**config.mk**
```make
export PLATFORM = sky130hd
export DESIGN_NAME = dual_bank_intc
export DESIGN_NICKNAME = d
export VERILOG_FILES = /design/src/rtl/intc_pkg.sv /design/src/rtl/intc_sync.sv /design/src/rtl/intc_bank.sv /design/src/rtl/intc_lowest.sv /design/src/rtl/dual_bank_intc.sv
export SDC_FILE = /design/constraint.sdc
export NUM_CORES = 1
export LEC_CHECK = 0
export BUFFER_PORTS_ARGS = -buffer_cell sky130_fd_sc_hd__buf_4
export CAP_MARGIN = 20
export CORE_MARGIN = 2
export CORE_UTILIZATION = 55
export DETAILED_ROUTE_END_ITERATION = 10
export PLACE_DENSITY = 0.74
export SLEW_MARGIN = 10
export SYNTH_ARGS = -nofsm -noshare
export SYNTH_HDL_FRONTEND = slang
export SYNTH_SLANG_ARGS = --single-unit
```
**constraint.sdc**
```tcl
create_clock -name clk -period 2.2 [get_ports clk]
set_input_delay 0.11 -clock clk [delete_from_list [all_inputs] [get_ports clk]]
set_output_delay 0.11 -clock clk [all_outputs]
set_load 0.02 [all_outputs]
```
**src/rtl/intc_pkg.sv**
```systemverilog
package intc_pkg;
  localparam int REG_AW = 6;
  localparam int NBANK  = 2;

  typedef enum logic [2:0] {
    SEL_RAW  = 3'd0,
    SEL_ENA  = 3'd1,
    SEL_ACK  = 3'd2,
    SEL_TRIG = 3'd3,
    SEL_POL  = 3'd4,
    SEL_STAT = 3'd5
  } reg_sel_e;
endpackage

```
**src/rtl/intc_sync.sv**
```systemverilog
module intc_sync #(
  parameter int WIDTH  = 32,
  parameter int STAGES = 2
) (
  input  logic             clk,
  input  logic             rst,
  input  logic [WIDTH-1:0] d,
  output logic [WIDTH-1:0] q
);
  logic [WIDTH-1:0] chain [STAGES];

  for (genvar s = 0; s < STAGES; s++) begin : g_stage
    if (s == 0) begin : g_first
      always_ff @(posedge clk) begin
        if (rst) chain[s] <= '0;
        else     chain[s] <= d;
      end
    end else begin : g_next
      always_ff @(posedge clk) begin
        if (rst) chain[s] <= '0;
        else     chain[s] <= chain[s-1];
      end
    end
  end

  assign q = chain[STAGES-1];
endmodule

```
**src/rtl/intc_bank.sv**
```systemverilog
module intc_bank #(
  parameter int NSRC = 32
) (
  input  logic            clk,
  input  logic            rst,
  input  logic [NSRC-1:0] src_s,
  input  logic [NSRC-1:0] wdata,
  input  logic            wr_mask,
  input  logic            wr_mode,
  input  logic            wr_pol,
  input  logic [NSRC-1:0] ack_v,
  output logic [NSRC-1:0] mask_q,
  output logic [NSRC-1:0] mode_q,
  output logic [NSRC-1:0] pol_q,
  output logic [NSRC-1:0] pend_q,
  output logic [NSRC-1:0] stat
);
  logic [NSRC-1:0] src_d;
  logic [NSRC-1:0] act_now;
  logic [NSRC-1:0] act_old;
  logic [NSRC-1:0] edge_hit;
  logic [NSRC-1:0] pend_nx;

  always_ff @(posedge clk) begin
    if (rst) begin
      mask_q <= '0;
      mode_q <= '0;
      pol_q  <= '0;
      src_d  <= '0;
      pend_q <= '0;
    end else begin
      if (wr_mask) mask_q <= wdata;
      if (wr_mode) mode_q <= wdata;
      if (wr_pol)  pol_q  <= wdata;
      src_d  <= src_s;
      pend_q <= pend_nx;
    end
  end

  // Both samples use the current polarity, so a polarity write alone never fakes an edge.
  assign act_now  = src_s ^ pol_q;
  assign act_old  = src_d ^ pol_q;
  assign edge_hit = act_now & ~act_old;

  for (genvar i = 0; i < NSRC; i++) begin : g_src
    always_comb begin
      if (mode_q[i]) pend_nx[i] = edge_hit[i] | (pend_q[i] & ~ack_v[i]);
      else           pend_nx[i] = act_now[i];
    end
  end

  assign stat = pend_q & mask_q;
endmodule

```
**src/rtl/intc_lowest.sv**
```systemverilog
module intc_lowest #(
  parameter int NSRC = 32,
  parameter int IW   = $clog2(NSRC)
) (
  input  logic [NSRC-1:0] vec,
  output logic [IW-1:0]   idx,
  output logic            hit
);
  always_comb begin
    idx = '0;
    hit = 1'b0;
    for (int i = NSRC - 1; i >= 0; i--) begin
      if (vec[i]) begin
        idx = IW'(i);
        hit = 1'b1;
      end
    end
  end
endmodule

```
**src/rtl/dual_bank_intc.sv**
```systemverilog
module dual_bank_intc
  import intc_pkg::*;
#(
  parameter int NSRC      = 32,
  parameter int SYNC_STG  = 2,
  localparam int IW       = $clog2(NSRC)
) (
  input  logic                 clk,
  input  logic                 rst,
  input  logic [NSRC-1:0]      src_i,
  input  logic                 bus_sel,
  input  logic                 bus_wr,
  input  logic [REG_AW-1:0]    bus_addr,
  input  logic [NSRC-1:0]      bus_wdata,
  output logic [NSRC-1:0]      bus_rdata,
  output logic                 irq_o,
  output logic                 fiq_o,
  output logic [IW-1:0]        irq_idx,
  output logic                 irq_idx_vld,
  output logic [IW-1:0]        fiq_idx,
  output logic                 fiq_idx_vld
);
  logic [NSRC-1:0] src_sync;
  logic            bk;
  reg_sel_e        rs;
  logic            wr_go;
  logic            rd_go;

  logic [NSRC-1:0] mask_v [NBANK];
  logic [NSRC-1:0] mode_v [NBANK];
  logic [NSRC-1:0] pol_v  [NBANK];
  logic [NSRC-1:0] pend_v [NBANK];
  logic [NSRC-1:0] stat_v [NBANK];
  logic [NSRC-1:0] ack_v  [NBANK];
  logic            out_q  [NBANK];
  logic [IW-1:0]   idx_q  [NBANK];
  logic            vld_q  [NBANK];

  intc_sync #(.WIDTH(NSRC), .STAGES(SYNC_STG)) u_sync (
    .clk (clk),
    .rst (rst),
    .d   (src_i),
    .q   (src_sync)
  );

  assign bk    = bus_addr[REG_AW-1];
  assign rs    = reg_sel_e'(bus_addr[REG_AW-2:2]);
  assign wr_go = bus_sel & bus_wr;
  assign rd_go = bus_sel & ~bus_wr;

  for (genvar b = 0; b < NBANK; b++) begin : g_bank
    logic          hit;
    logic [IW-1:0] idx_c;
    logic          any_c;

    assign hit      = wr_go && (bk == 1'(b));
    assign ack_v[b] = (hit && rs == SEL_ACK) ? bus_wdata : '0;

    intc_bank #(.NSRC(NSRC)) u_bank (
      .clk     (clk),
      .rst     (rst),
      .src_s   (src_sync),
      .wdata   (bus_wdata),
      .wr_mask (hit && rs == SEL_ENA),
      .wr_mode (hit && rs == SEL_TRIG),
      .wr_pol  (hit && rs == SEL_POL),
      .ack_v   (ack_v[b]),
      .mask_q  (mask_v[b]),
      .mode_q  (mode_v[b]),
      .pol_q   (pol_v[b]),
      .pend_q  (pend_v[b]),
      .stat    (stat_v[b])
    );

    intc_lowest #(.NSRC(NSRC), .IW(IW)) u_low (
      .vec (stat_v[b]),
      .idx (idx_c),
      .hit (any_c)
    );

    always_ff @(posedge clk) begin
      if (rst) begin
        out_q[b] <= 1'b0;
        idx_q[b] <= '0;
        vld_q[b] <= 1'b0;
      end else begin
        out_q[b] <= |stat_v[b];
        idx_q[b] <= idx_c;
        vld_q[b] <= any_c;
      end
    end
  end

  always_ff @(posedge clk) begin
    if (rst) begin
      bus_rdata <= '0;
    end else if (rd_go) begin
      case (rs)
        SEL_RAW:  bus_rdata <= src_sync;
        SEL_ENA:  bus_rdata <= mask_v[bk];
        SEL_TRIG: bus_rdata <= mode_v[bk];
        SEL_POL:  bus_rdata <= pol_v[bk];
        SEL_STAT: bus_rdata <= stat_v[bk];
        default:  bus_rdata <= '0;
      endcase
    end
  end

  assign irq_o       = out_q[0];
  assign fiq_o       = out_q[1];
  assign irq_idx     = idx_q[0];
  assign irq_idx_vld = vld_q[0];
  assign fiq_idx     = idx_q[1];
  assign fiq_idx_vld = vld_q[1];
endmodule

```
; ---- After elaboration in Yosys (flattened, before gate mapping)
; Memories as Yosys holds them, arrays and structs flattened.
; Index checks and enable logic that the tools add are counted.
[classes]
magnitude_cmp = 1
eq_ne = 5
muxes = 218
bitwise_logic = 215
reduce_logical = 13
[ops]
columns = cell, n
row1 = $mux 32, 16
row2 = $mux 5, 66
row3 = $pmux 32 s5, 1
row4 = $mux 1, 135
row5 = $and 32x32->32, 4
row6 = $xor 32x32->32, 4
row7 = $or 1x1->1, 72
row8 = $and 1x1->1, 66
row9 = $not 1->1, 66
row10 = $not 32->32, 2
row11 = $reduce_or 32->1, 2
row12 = $logic_and 1x1->1, 10
row13 = $eq 3x2->1 const B, 2
row14 = $eq 3x3->1 const B, 2
row15 = $eq 3x1->1 const B, 1
row16 = $logic_not 3->1, 1
row17 = $ge 2x2->1 const B, 1
row18 = $not 1->2, 1
[word_totals]
register_bits = 320
ramBits = 78
input_bits = 74
mem_count = 4
[memory_table]
columns = memory, depth, word_bits, rd, rd_ports_with_merged_regs, wr, line
row1 = u_sync.chain, 2, 32, 2, 0, 2, intc_sync.sv:10  ; logic [WIDTH-1:0] chain [STAGES];
row2 = idx_q, 2, 5, 2, 0, 2, dual_bank_intc.sv:36  ; logic [IW-1:0] idx_q [NBANK];
row3 = out_q, 2, 1, 2, 0, 2, dual_bank_intc.sv:35  ; logic out_q [NBANK];
row4 = vld_q, 2, 1, 2, 0, 2, dual_bank_intc.sv:37  ; logic vld_q [NBANK];

; ---- Longest topological paths before layout
; Gate-level depths: netlist of run 1.
[logic_depth]
ltp_word = 34
mapped_depth = 8
ltp_nobuf = 5

; ---- Hierarchy
; A second synthesis of run 1 with hierarchy kept.
[hier_totals]
cells_unflattened = 2079
area_unflattened_um2 = 19855.3
[by_module_without_submodules]
columns = mod, instances, cells_each, area_each_um2, seq_area_each_um2
row1 = intc_bank, 2, 638, 6456.2, 3203.1
row2 = dual_bank_intc, 1, 538, 4284.1, 920.9
row3 = intc_sync, 1, 135, 1918.1, 1281.2
row4 = intc_lowest, 2, 65, 370.4, 0.0

; ---- Worst setup path after synthesis of run 1
; OpenSTA, ideal clock, no wires.
[synth_timing]
kind = in2reg
from = in bus_addr[5]
to = reg g_bank[1].u_bank.pend_q[1]
setup_ns = 0.128
t_arrival_ns = 1.360
path_slack_ns = 0.712
cell_stages = 7
path_buffers = 2
path_cell_list = buf_2 -> clkinv_1 -> nor4_2 -> buf_2 -> nand2_1 -> a31oi_1 -> nor2_1
[synth_between]
elab_chain_len = 7
[synth_rtl]
columns = element, line
row1 = start: declaration, dual_bank_intc.sv:13  ; input logic [REG_AW-1:0] bus_addr,
row2 = $logic_and 1x1->1, dual_bank_intc.sv:56  ; assign hit = wr_go && (bk == 1'(b));
row3 = $logic_and 1x1->1, dual_bank_intc.sv:57  ; assign ack_v[b] = (hit && rs == SEL_ACK) ? bus_wdata : '0;
row4 = $mux 32, dual_bank_intc.sv:57
row5 = $not 1->1, intc_bank.sv:47  ; if (mode_q[i]) pend_nx[i] = edge_hit[i] | (pend_q[i] & ~ack_v[i]);
row6 = $and 1x1->1, intc_bank.sv:47
row7 = $or 1x1->1, intc_bank.sv:47
row8 = $mux 1, intc_bank.sv:47
row9 = end signal: assignment, intc_bank.sv:36  ; pend_q <= pend_nx;
row10 = end: declaration, intc_bank.sv:15  ; output logic [NSRC-1:0] pend_q,
; No other way between the ends.
; A chain may end at the register's enable or synchronous reset.

==> results.toml, run 1 <==
[outcome]
status = "finished clean"

[detailed_routing]
post-route-drc-count = 0
firstDrtPassIters = 6
vias_per_cell = 6.02
drt_iter0_drc = 1931
vias = 17200
finalWirelength_um = 56100
ant_nets = 0
post_drt_wl_per_cell_um = 19.6

[finish]
final.fill_count = 2688
n_antenna_cell = 0
area_growth_syn_to_layout_pct = 18.9
nNetsFinal = 2465
final_cells = 2866
drive_gt1_share_pct = 10.3

[synth]
syn_area_um2 = 17900
synth_cells = 2287
synth_warnings = 0
synth_top_family_by_area = "simple AND/OR/NAND/NOR gates"
synthSimpleGateAreaFrac_pct = 21.9
synthesis.nets = 2361
yosys_register_bits = 398
async_flop_share_pct = 0
synth_flop_cell = "dfxtp_1"
synth_compound_area_share_pct = 21.3
synthMuxAreaShare_pct = 1.90
synth_common_cells = "nand2_1 (608), dfxtp_1 (398), a21oi_1 (342)"
synth_edf_count = 0
synth_xor_area_share_pct = 6.27
synth_most_common_cell = "nand2_1"
synth_top_area_cell = "dfxtp_1"
ys_seq_area_share_pct = 44.5
yosys-top-cells-area = "dfxtp_1 (45%), nand2_1 (13%), a21oi_1 (9.6%)"
synthAdderAreaFrac_pct = 0
avgSynthCellArea_um2 = 7.82
synth.top_cell.area_share_pct = 44.5
synth_cell_type_count = 48

[flow_run]
drv_cap = 0

[critical_path]
cp_max_fo = 5
worstSetupEndpointType = "flop"
r2r_end = "out_q[1]"
r2r-start = "g_bank[1].u_bank.mask_q[23]"
worst_setup_path_start_kind = "flop"
worstSetupPathType = "flop to flop"
crit_required_ns = 2.55
r2r_slack_ns = 0.33
arrival_ns = 2.23
rr_worst_depth = 4

[worst_hold_path]
hold_end = "bus_rdata[6]"
min_path_cells = 4
min_from = "bus_addr[3]"
min_path_type = "input pin to flop"

[floorplanning]
fp-row-count = 66
io_pins = 120
core_area_um2 = 32300
die_w_um = 184
die_h_um = 184
start_util_pct = 55.4
dieArea_um2 = 34000

[sta]
period_share_pct = 85.1
finalSetupViolCount = 0
fmax_mhz = 534
drv_slew = 0
setup_tns_ns = 0
fin_ws_ns = 0.328
timing.final.hold_violations = 0
fin_crit_ns = 1.87
slew_headroom_pct = 32.9
rsz0062_at_grt = "false"
whs_ns = 0.0231
worstMarginPinSlew_ns = 1.01
skew_ns = 0.0165

[pwr]
fin_total_pwr_uw = 16100
vdd_drop_max_uv = 652
powerDensity_nw_per_um2 = 756
p_leak_uw = 0.00777

[clocking]
htreeDepth = 2
path_clk_slew_ns = 0.06
cts.path.max_buffers = 3
clock_latency_ns = 0.54
cts_tree = "done"
numCtsBuffers = 42
post-cts-setup-buffers = 0
clockRootBuffer = "clkbuf_16"
post_cts_resize_count = 0
cts.sinks = 398

[global_routing]
grt_max_degree = 158
grtUsageTotal_pct = 32.4
grt_pass1_vias = 16000
grt_pass1_wl_um = 86700
grt_overflow = 0
antenna_found_initial = 1

[place]
post-dp-hpwl_um = 33800
pre_cts_ws_ns = 0.398
gp_congestion = 0.909
portBuffers = 117
dp.cells = 2723
==> per-layer routing <==
layer	up-vias	wire length (um)	GRT usage, %	share of wire [%]
met2	943	24800	50.4	44
met4	0	2390	13.9	4.3
met1	8120	23100	44.4	41
met5	-	0	0	0
li1	8020	-	-	-
met3	166	5880	5.65	10
==> through the flow <==
stage | utilization, % | cell area [um2]
global route | 65.9 | 21300
detailed placement | 59.3 | 19100
finish | 65.9 | 21300
floorplan | - | 17900
CTS | 65.9 | 21300
global placement | 59.3 | 19100
==> layout make-up <==
| class | count | area (um2) | share of cell area [%] |
|---|---|---|---|
| multi-input combinational | 1714 | 9240 | 43.4 |
| sequential | 398 | 7970 | 37.5 |
| timing repair buffer | 231 | 2020 | 9.49 |
| clock buffer | 62 | 1300 | 6.11 |
| tap | 442 | 553 | 2.60 |
| clock inverter | 15 | 181 | 0.853 |
| inverter | 4 | 15.0 | 0.0706 |
==> registers in the layout, indices dropped and copies added (netlist names), 10 cells and up <==
| name | flops |
|---|---|
| g_bank.u_bank.mask_q | 64 |
| g_bank.u_bank.mode_q | 64 |
| g_bank.u_bank.pend_q | 64 |
| g_bank.u_bank.pol_q | 64 |
| u_sync.chain | 64 |
| bus_rdata | 32 |
| g_bank.u_bank.src_d | 32 |
| idx_q | 10 |
==> cell usage in the layout, fill, tap and decap left out, types with 3 or more instances in the layout <==
cell and instances:
nand2_1 607, dfxtp_1 398, a21oi_1 342, nor2b_1 157, buf_4 155, a31oi_1 131, nor2_1 76, dlygate4sd3_1 66
xor2_1 64, xnor2_1 64, o211ai_1 59, clkbuf_16 45, mux2i_1 34, a211oi_1 32, o21ai_0 24, o21ai_1 19
nand3_1 12, clkbuf_8 11, nand2b_1 10, nand4_1 9, a22oi_1 9, clkinv_2 9, buf_12 9, a32o_1 8
a22o_1 7, clkbuf_1 6, nor3_2 5, nor3_1 5, and2_1 4, bufinv_16 4, a32oi_1 3, o2111ai_1 3
and3_1 3, a21boi_0 3
==> how the worst max path moves through the flow <==
stage,startpoint,end,slack [ns]
6_report,g_bank[1].u_bank.mask_q[23],out_q[1],0.33
5_1_grt,g_bank[1].u_bank.mask_q[23],out_q[1],0.29
4_1_cts,g_bank[0].u_bank.mask_q[29],idx_q[0][1],0.44
3_5_place_dp,bus_addr[4],g_bank[1].u_bank.mask_q[27],0.40
3_3_place_gp,g_bank[1].u_bank.mask_q[31],idx_q[1][1],0.48
2_1_floorplan,bus_addr[5],g_bank[1].u_bank.pend_q[1],0.71
==> critical path, cell delays in order (launching register included) <==
cell	delay, ns
dfxtp_1	0.34
a22oi_1	0.52
nand2_1	0.14
nor3_1	0.41
a41oi_1	0.26
==> report_power, final <==
group          internal, uW  leakage [uW]  switching (uW)
Sequential             7350       0.00323             135
Clock                  4560      0.000737            2920
Combinational           443       0.00380             659
Total                 12400       0.00777            3720
==> cells by family (layout without fill, tap and decap cells) <==
family / after synthesis / in the layout
buffers and inverters: 175 / 312
XOR/XNOR: 128 / 128
AND/OR/NAND/NOR: 901 / 901
AO/OA/AOI/OAI: 651 / 651
multiplexers: 34 / 34
flip-flops: 398 / 398
==> repair_timing <==
action	4_1_cts	5_1_grt
hold endpoints to repair	293	0
hold buffers	66	0
endpoints found under the setup margin	0	0
No activity file was read; power rests on OpenSTA's default activity.
==> inputs of run 2 (changes only) <==
Settings changed: CORE_UTILIZATION 55 to 35, PLACE_DENSITY 0.74 to not set.
Clock period 2.2 ns to 1.7 ns, I/O delays scaled along.
==> run 2 against run 1 <==
  * Largest power group is now clock
  * Cell count rose by 11%
  * Via count barely moved
  * Maximum frequency rose by 13%
  * Critical endpoint is now idx_q[0][1]
  * Die area rose by 56%
  * Count of clock-buffer cells in the layout rose by 6
==> results.toml, run 2 (same netlist as run 1, synthesis figures left out) <==
[detailed_routing]
post-route-drc-count = 0
ant_nets = 0
post_drt_wl_per_cell_um = 19.2
vias = 17200
finalWirelength_um = 61400
firstDrtPassIters = 5
drt_iter0_drc = 1644
vias_per_cell = 5.41

[critical_path]
crit_family = "compound AO/OA/AOI/OAI gates"
cp_num_cells = 6
crit_start = "g_bank[0].u_bank.pend_q[27]"
max_stage_delay_ns = 0.36
cp_cell_sequence = "a22o_1 -> a21oi_1 -> o21ai_1 -> buf_4 -> a311oi_1 -> o41ai_1"
cp_slowest_cell = "a311oi_1"
cp_max_fo = 5
arrival_ns = 2.12
path_buf_inv = 1
worstSetupEndpointType = "flop"
crit_required_ns = 2.16
worstSetupPathType = "flop to flop"
rr_worst_depth = 6
r2r-start = "g_bank[0].u_bank.pend_q[27]"
worst_setup_path_start_kind = "flop"

[clocking]
cts.path.max_buffers = 3
clock_latency_ns = 0.58
path_clk_slew_ns = 0.06
cts_tree = "done"
htreeDepth = 2
post-cts-setup-buffers = 0
clockRootBuffer = "clkbuf_16"
numCtsBuffers = 46
cts.sinks = 398

[sta]
fin_ws_ns = 0.0458
drv_slew = 0
worstMarginPinSlew_ns = 0.870
fin_crit_ns = 1.65
slew_headroom_pct = 42.0
setup_tns_ns = 0
fmax_mhz = 605
skew_ns = 0.0138
timing.final.hold_violations = 0
rsz0062_at_grt = "false"
finalSetupViolCount = 0
period_share_pct = 97.3

[floorplanning]
fp-row-count = 82
die_w_um = 230
start_util_pct = 35.6
core_area_um2 = 50300
io_pins = 120
die_h_um = 230
dieArea_um2 = 52900

[finish]
drive_gt1_share_pct = 13.6
nNetsFinal = 2553
layout_commonest_cell = "nand2_1"
regArea_um2 = 7970
multi_input_comb_area_um2 = 9310
final_cells = 3188
final.fill_count = 4921
mostFrequentLayoutCells = "nand2_1 (607), dfxtp_1 (398), a21oi_1 (342), buf_4 (223), nor2b_1 (157)"
area_growth_syn_to_layout_pct = 26.1
n_antenna_cell = 0

[place]
portBuffers = 117
dp.cells = 3033
gp_congestion = 0.868
post-dp-hpwl_um = 38800
pre_cts_ws_ns = -0.0856

[worst_hold_path]
min_path_cells = 5
min_path_type = "input pin to flop"
min_from = "bus_sel"

[global_routing]
grt_overflow = 0
grt_max_degree = 155
antenna_found_initial = 1
grt_pass1_vias = 16200
grt_pass1_wl_um = 94200
grtUsageTotal_pct = 22.6

[pwr]
fin_total_pwr_uw = 21700
powerDensity_nw_per_um2 = 963
vdd_drop_max_uv = 633
p_leak_uw = 0.00834

[outcome]
status = "finished clean"

[flow_run]
drv_cap = 0
==> run 2: layer usage <==
layer,track usage (%),share of wire [%],vias up,routed length (um)
met5,0,0.021,-,13
met4,6.94,2.7,2,1670
met3,4.02,8.3,118,5110
met2,36.4,45,693,27900
met1,30.7,43,8228,26700
li1,-,-,8191,-
==> run 2: layout make-up <==
type | count | share of cell area (%)
inverters | 4 | 0.0666
clock buffers | 68 | 6.20
multi-input cells | 1714 | 41.2
flip-flops and latches | 398 | 35.3
clock inverters | 17 | 0.987
well taps | 672 | 3.73
repair buffers | 315 | 12.5
==> run 2: tightest hold or removal path: stages <==
cell      delay, ns
buf_4          0.10
nand2b_2       0.09
buf_12         0.17
nand2_1        0.10
a211oi_1       0.07
==> run 2: worst paths after layout <==
kind                                      endpoint  slack [ns]
worst max-delay path                   idx_q[0][1]        0.05
worst min-delay path                  bus_rdata[2]        0.08
worst max register to register         idx_q[0][1]        0.05
worst min register to register  u_sync.chain[1][3]        0.43
==> run 2: what timing repair did <==
action                     4_1_cts  5_1_grt
hold endpoints to repair       301        0
pin swaps                        0        1
hold buffers                    70        0
setup endpoints to repair        2        7
gates resized for setup          4        9
cloned                           0        0
==> run 2: stage by stage <==
| step | hold WS [ns] | utilization (%) | instance area, um2 |
|---|---|---|---|
| 2_1_floorplan | 0.213 | - | 17900 |
| 3_3_place_gp | 0.294 | 40.1 | 20200 |
| 3_5_place_dp | 0.299 | 40.1 | 20200 |
| 4_1_cts | 0.0606 | 44.8 | 22500 |
| 5_1_grt | 0.0932 | 44.9 | 22600 |
| 6_report | 0.0844 | 44.9 | 22600 |
==> run 2: where the power goes <==
| group | internal (uW) | leakage (uW) | switching (uW) |
|---|---|---|---|
| combinational | 628 | 0.00431 | 889 |
| sequential | 9520 | 0.00323 | 166 |
| clock | 6450 | 0.000797 | 4080 |
